File: src/rtl/sram_ctrl.sv
module sram_ctrl #(
  parameter int AW        = 16,
  parameter int RD_CYC    = 2,
  parameter int WR_CYC    = 1,
  parameter int TA_CYC    = 1,
  parameter int PWRUP_CYC = 10000
) (
  input  logic          clk,
  input  logic          rst_n,
  input  logic          req,
  output logic          ready,
  input  logic [AW-1:0] addr,
  input  logic [15:0]   wdata,
  input  logic [1:0]    bmask,
  input  logic          wr,
  output logic [15:0]   rdata,
  output logic          rvalid,
  output logic [AW-1:0] mem_a,
  output logic          mem_ce_n,
  output logic          mem_oe_n,
  output logic          mem_we_n,
  output logic          mem_ub_n,
  output logic          mem_lb_n,
  output logic [15:0]   mem_dq_o,
  input  logic [15:0]   mem_dq_i,
  output logic          mem_dq_oe
);
  localparam int M1   = (RD_CYC > WR_CYC) ? RD_CYC : WR_CYC;
  localparam int M2   = (M1 > TA_CYC) ? M1 : TA_CYC;
  localparam int MAXC = (M2 > PWRUP_CYC) ? M2 : PWRUP_CYC;
  localparam int CW   = $clog2(MAXC + 1);

  typedef enum logic [2:0] {S_BOOT, S_IDLE, S_NOP, S_RD, S_WS, S_WP, S_WH, S_TA} st_t;

  st_t           st;
  logic [CW-1:0] cnt;
  logic [AW-1:0] a_q;
  logic [15:0]   d_q;
  logic [1:0]    m_q;
  logic          act, wphase;

  assign act       = (st == S_RD) || (st == S_WS) || (st == S_WP) || (st == S_WH);
  assign wphase    = (st == S_WS) || (st == S_WP) || (st == S_WH);
  assign ready     = (st == S_IDLE);
  assign mem_a     = a_q;
  assign mem_dq_o  = d_q;
  assign mem_ce_n  = !act;
  assign mem_oe_n  = !(st == S_RD);
  assign mem_we_n  = !(st == S_WP);
  assign mem_lb_n  = !(act && m_q[0]);
  assign mem_ub_n  = !(act && m_q[1]);
  assign mem_dq_oe = wphase;

  always_ff @(posedge clk or negedge rst_n) begin
    if (!rst_n) begin
      st     <= S_BOOT;
      cnt    <= CW'(PWRUP_CYC - 1);
      a_q    <= '0;
      d_q    <= '0;
      m_q    <= '0;
      rdata  <= '0;
      rvalid <= 1'b0;
    end else begin
      rvalid <= 1'b0;
      case (st)
        S_BOOT: if (cnt == '0) st <= S_IDLE; else cnt <= cnt - 1'b1;
        S_IDLE: if (req) begin
          a_q <= addr;
          d_q <= wdata;
          m_q <= bmask;
          if (bmask == 2'b00) st <= S_NOP;
          else if (wr) st <= S_WS;
          else begin
            st  <= S_RD;
            cnt <= CW'(RD_CYC - 1);
          end
        end
        S_NOP: st <= S_IDLE;
        S_RD: if (cnt == '0) begin
          rdata  <= {m_q[1] ? mem_dq_i[15:8] : 8'h00, m_q[0] ? mem_dq_i[7:0] : 8'h00};
          rvalid <= 1'b1;
          st     <= S_TA;
          cnt    <= CW'(TA_CYC - 1);
        end else cnt <= cnt - 1'b1;
        S_WS: begin
          st  <= S_WP;
          cnt <= CW'(WR_CYC - 1);
        end
        S_WP: if (cnt == '0) st <= S_WH; else cnt <= cnt - 1'b1;
        S_WH: begin
          st  <= S_TA;
          cnt <= CW'(TA_CYC - 1);
        end
        S_TA: if (cnt == '0) st <= S_IDLE; else cnt <= cnt - 1'b1;
        default: st <= S_IDLE;
      endcase
    end
  end

  AST_BOOT_QUIET: assert property (@(posedge clk) disable iff (!rst_n)
    (st == S_BOOT) |-> (mem_ce_n && mem_oe_n && mem_we_n && !mem_dq_oe && !ready));
  AST_RVALID_ONE: assert property (@(posedge clk) disable iff (!rst_n)
    rvalid |=> !rvalid);
  AST_WE_QUALIFIED: assert property (@(posedge clk) disable iff (!rst_n)
    !mem_we_n |-> (!mem_ce_n && (!mem_ub_n || !mem_lb_n) && mem_dq_oe));
  AST_HOLD_DATA: assert property (@(posedge clk) disable iff (!rst_n)
    $rose(mem_we_n) |-> (mem_dq_oe && !mem_ce_n && $stable(mem_dq_o)));
  AST_NO_CONTENTION: assert property (@(posedge clk) disable iff (!rst_n)
    mem_dq_oe |-> mem_oe_n);
  AST_OE_WE_EXCL: assert property (@(posedge clk) disable iff (!rst_n)
    !(!mem_oe_n && !mem_we_n));
  AST_READY_QUIET: assert property (@(posedge clk) disable iff (!rst_n)
    ready |-> (mem_ce_n && mem_oe_n && !mem_dq_oe));
  AST_NOP_QUIET: assert property (@(posedge clk) disable iff (!rst_n)
    (ready && req && bmask == 2'b00) |=> (mem_ce_n && !ready));
  AST_ADDR_STABLE: assert property (@(posedge clk) disable iff (!rst_n)
    (!mem_ce_n && $past(!mem_ce_n)) |-> $stable(mem_a));
endmodule

File: config.mk
export PLATFORM = sky130hd
export DESIGN_NAME = sram_ctrl
export DESIGN_NICKNAME = d
export VERILOG_FILES = /design/src/rtl/sram_ctrl.sv
export SDC_FILE = /design/constraint.sdc
export NUM_CORES = 1
export LEC_CHECK = 0
export CAP_MARGIN = 20
export CORE_ASPECT_RATIO = 1.1
export CORE_MARGIN = 2
export CORE_UTILIZATION = 35
export CTS_BUF_LIST = sky130_fd_sc_hd__clkbuf_8
export CTS_CLUSTER_DIAMETER = 50
export CTS_CLUSTER_SIZE = 25
export DETAILED_ROUTE_END_ITERATION = 12
export PLACE_DENSITY = 0.67
export SYNTH_ARGS = -nofsm -noshare
export SYNTH_HDL_FRONTEND = slang
export SYNTH_SLANG_ARGS = --single-unit
File: constraint.sdc
create_clock -name clk -period 2.4 [get_ports clk]
set_clock_uncertainty 0.15 [all_clocks]
set_input_delay 0.72 -clock clk [delete_from_list [all_inputs] [get_ports clk]]
set_output_delay 0.72 -clock clk [all_outputs]
set_load 0.01 [all_outputs]
Word level (Yosys, flattened, before mapping)
Index checks and enable logic that the tools add are counted.
{"block": "word_totals", "ff_bits": 68, "input_bits": 54, "out_inout_bits": 56, "elab_cells": 62}
{"block": "classes", "n_addsub": 1, "eq_ne": 14, "muxes": 17, "reduce_logical": 23}
{"op": "$mux 14", "n": 5}
{"op": "$pmux 14 s4", "n": 1}
{"op": "$pmux 3 s7", "n": 1}
{"op": "$mux 3", "n": 6}
{"op": "$mux 8", "n": 2}
{"op": "$logic_not 14->1", "n": 1}
{"op": "$sub 14x1->14 const B", "n": 1}
{"op": "$eq 3x3->1 const B", "n": 4}
{"op": "$ne 2x2->1 const B", "n": 4}
{"op": "$eq 3x2->1 const B", "n": 2}
{"op": "$ne 2x1->1 const B", "n": 3}
{"op": "$logic_not 1->1", "n": 5}
{"op": "$logic_or 1x1->1", "n": 5}
{"op": "$reduce_and 5->1", "n": 1}
{"op": "$reduce_and 2->1", "n": 2}
{"op": "$reduce_and 4->1", "n": 1}
{"op": "$reduce_bool 4->1", "n": 1}
{"op": "$reduce_or 2->1", "n": 2}
{"op": "$eq 3x1->1 const B", "n": 1}
{"op": "$logic_not 3->1", "n": 1}
{"op": "$reduce_or 3->1", "n": 1}
{"op": "$logic_and 1x1->1", "n": 2}
{"op": "$logic_not 2->1", "n": 1}
{"op": "$mux 1", "n": 2}

Depth between registers and ports, before layout
{"block": "logic_depth", "depth_word": 6, "depth_mapped": 8, "depth_no_buf": 7}

Worst setup path before layout
OpenSTA, ideal clock, no wires.
{"block": "synth_path", "kind": "reg-to-reg", "start": "register cnt[0]", "end": "register cnt[6]", "setup_time_ns": 0.064, "arrival_time_ns": 2.204, "required_time_ns": 2.186, "path_slack_ns": -0.018, "stages_incl_launch_ff": 9, "path_buffers": 1, "period_less_slack_ns": 2.418, "cell_sequence": "dfstp_2 > inv_1 > ha_1 > or4b_4 > or4_4 > buf_6 > o221ai_4 > a21o_1 > a21o_1"}
{"block": "synth_via", "elab_chain_cells": 3, "word_cells_on_any_way": 7, "cone_classes": "add/sub: 1; eq/ne: 1; mux: 3; reduce/logical: 2"}
{"item": "from (decl)", "line": "36", "rtl": "logic [CW-1:0] cnt;"}
{"item": "from (signal assigned)", "line": "57", "rtl": "cnt <= CW'(PWRUP_CYC - 1);"}
{"item": "from (signal assigned)", "line": "75", "rtl": "cnt <= CW'(RD_CYC - 1);"}
{"item": "from (signal assigned)", "line": "83", "rtl": "cnt <= CW'(TA_CYC - 1);"}
{"item": "$sub 14x1->14 or $logic_not 14->1 (tied branches)"}
{"item": "$mux 14, or another cell as far along", "line": "66, 89, 94"}
{"item": "$pmux 14 s4 or $reduce_and 5->1 (tied branches)"}
Parallel ways exist; a longest one is shown, timed or not. The select of a mux whose other input is x is not followed.
A chain may end at the register's enable or synchronous reset.

Worst setup path after layout
{"block": "layout_path", "start": "register cnt[1]", "end": "register cnt[10]"}
Same word-level chain as after synthesis.

==> results.toml <==
[timing]
setup_violations = 5
maxSlewViolCount = 0
finalHoldViolations = 0
max_freq_mhz = 409
max-slew-margin-rel_pct = 68.5
post-route-period-util_pct = 102
min_period_ns = 2.44
tightest_slew_ns = 0.470
rsz0062_at_grt = "true"
setup_ws_ns = -0.0434

[global_route]
track_usage_pct = 17.0
grt_pass1_wl_um = 12700
antenna_found_initial = 0
grt_max_degree = 69
grt_pass1_vias = 2639
overflow = 0

[synth]
synth-warning-count = 0
synth.area.top_cells = "dfrtp_1 49%, mux2_2 12%, dfstp_2 6.8%"
synthesis.nets = 338
synth-main-ff-cell = "dfrtp_1"
netlist_area_um2 = 3090
ys_seq_elements = 68
synth_seq_area_share_pct = 55.4
synth_area_per_cell_um2 = 11.0
synth.top_cell.area_share_pct = 48.6
async_reset_ff_share_pct = 100
syn_inst = 282
synth_edf_count = 0
synth.distinct_cells = 47
synth_area_leader_cell = "dfrtp_1"

[power_and_ir_drop]
p_leak_nw = 2.14
peakVddDrop_mv = 0.592
switching_share_pct = 33.5
power.internal_mw = 3.74
total_power_mw = 5.62
power.density_nw_per_um2 = 1160
seq_power_share_pct = 37.0
power_frac_comb_pct = 46.5
pwr-share-clk_pct = 16.5
switchingPower_mw = 1.88

[drt]
wl_met2_um = 3950
wl_per_cell_um = 14.7
initialDrtViolationCount = 157
wl_met1_um = 3350
wl_met3_um = 576
ant_nets = 0
first_pass_iters = 7
routed.top_layer = "met4"
vias = 2662
via_per_inst = 4.90
drc_errors = 0
wirelength_um = 8000

[outcome]
violations = "negative setup slack"
status = "finished with violations"

[setup_path]
start_kind = "flop"
cp_cell_sequence = "inv_2, ha_4, or4b_4, or4_4, o221ai_4, buf_6, a221o_1"
cpLargestDelayFamily = "simple AND/OR/NAND/NOR gates"
worstSetupEndpointType = "flop"
arrival_ns = 2.58
crit_type = "reg -> reg"
critPathMaxFanout = 6
critPathMaxStageDelay_ns = 0.56
cp.required_ns = 2.54
critPathBufInv = 2
cpMaxStageDelayCell = "or4_4"

[die]
fp.dieH_um = 103
start_util_pct = 36.3
boundaryPins = 110
rows = 35
dieArea_um2 = 9590
die_w_um = 93.6
core-area_um2 = 8500

[cells_and_area]
diodes = 0
drive_gt1_share_pct = 27.3
nFillCells = 748
multi_input_area_um2 = 1330
layout_common_cells = "101 x clkdlybuf4s50_1, 60 x dfrtp_1, 41 x nand2_1"
fin_nets = 483
area_growth_pct = 57.3
regArea_um2 = 1710
fin_cells = 543
layout_commonest_cell = "clkdlybuf4s50_1"

[cts]
clkSlewWorstSetupHoldPaths_ns = 0.07
cts.sinks = 68
cts_buffers = 9
cts.htree.levels = 3
clockBufferDepth = 2
cts_tree = "done"
cts_root_buffer = "clkbuf_8"
insertion_delay_ns = 0.34

[placed_design]
dp_hpwl_um = 5620
dp.cells = 519
place.gp.congestion = 0.810
place_ws_ns = -0.174
port_buffers = 109

[hold_path]
min_path_type = "in -> async"

[run]
drv_cap = 0
-- worst register-to-register path, cell delays in order (launching register included) --
cell	delay [ns]
dfstp_2	0.38
inv_2	0.07
ha_4	0.11
or4b_4	0.47
or4_4	0.56
o221ai_4	0.34
buf_6	0.16
a221o_1	0.14
-- state kept, by name (all words and copies together), names as in the netlist --
signal / count
rvalid: 1
rdata: 16
mem_dq_o: 16
st: 3
m_q: 2
cnt: 14
mem_a: 16
-- power by group through the flow --
| stage | Combinational, mW | Sequential (mW) | Clock, mW |
|---|---|---|---|
| after floorplan | 0.936 | 2.25 | 0 |
| after global placement | 2.49 | 2.07 | 0 |
| after detailed placement | 2.54 | 2.09 | 0 |
| after CTS | 2.55 | 2.08 | 0.962 |
| after global routing | 2.84 | 2.16 | 1.02 |
| final | 2.61 | 2.08 | 0.929 |
-- repair_timing --
action                                  4_1_cts  5_1_grt
endpoints found under the setup margin       17       26
setup buffers                                 4        4
hold buffers                                  0        0
cloned                                        0        0
pin swaps                                     1        9
resized for setup                            14       19
-- Yosys cell counts (all sizes together), types with 2 or more instances --
library cell	count
a21boi	2
a21o	5
a21oi	8
a221o	2
a31oi	7
buf	5
clkbuf	10
dfrtp	60
dfstp	8
ha	2
inv	10
mux2	34
nand2	46
nand2b	2
nand3	6
nor2	9
nor2b	2
nor3	7
nor4	3
o21ai	24
o31ai	2
or3	7
or4	2
-- final timing paths --
| check | from | to | slack [ns] | cells after the start |
|---|---|---|---|---|
| setup / recovery | cnt[1] | cnt[10] | -0.04 | 7 |
| hold / removal | rst_n | rdata[10] | 0.23 | 2 |
| setup reg to reg | cnt[1] | cnt[10] | -0.04 | 7 |
| hold reg to reg | rdata[15] | rdata[15] | 0.33 | 2 |
| max in group asynchronous | rst_n | cnt[0] | 1.51 | 2 |
| min in group clk | rdata[15] | rdata[15] | 0.33 | 2 |
-- routing by layer --
layer | vias to the layer above | global-route usage (%)
met2 | 105 | 27.7
met5 | - | 0
li1 | 1288 | -
met3 | 8 | 5.63
met4 | 0 | 7.13
met1 | 1261 | 21.0
-- area by class of cell --
type | count | share of cell area (%)
clock buffers | 9 | 2.55
multi-input cells | 189 | 27.5
flip-flops and latches | 68 | 35.2
repair buffers | 149 | 29.7
inverters | 10 | 0.773
clock inverters | 7 | 1.39
well taps | 111 | 2.86
-- through the flow --
step                TNS [ns]  cell area [µm²]  util [%]  hold WS [ns]
finish                -0.117             4860      57.2         0.234
global route          -0.726             4860      57.2         0.245
CTS                 -0.00947             4760      56.0         0.249
detailed placement     -1.53             4530      53.3         0.322
global placement       -1.90             4530      53.3         0.315
floorplan                  0             3090         -         0.274
-- cells by family after synthesis --
kind of cell	synth area share (%)
mux	12.7
compound gates	12.4
flops	55.4
xor+xnor	0.567
buf+inv	3.32
simple gates	14.8
fa+ha+maj	0.810
Note: power is estimated with default switching activity, not from simulation.
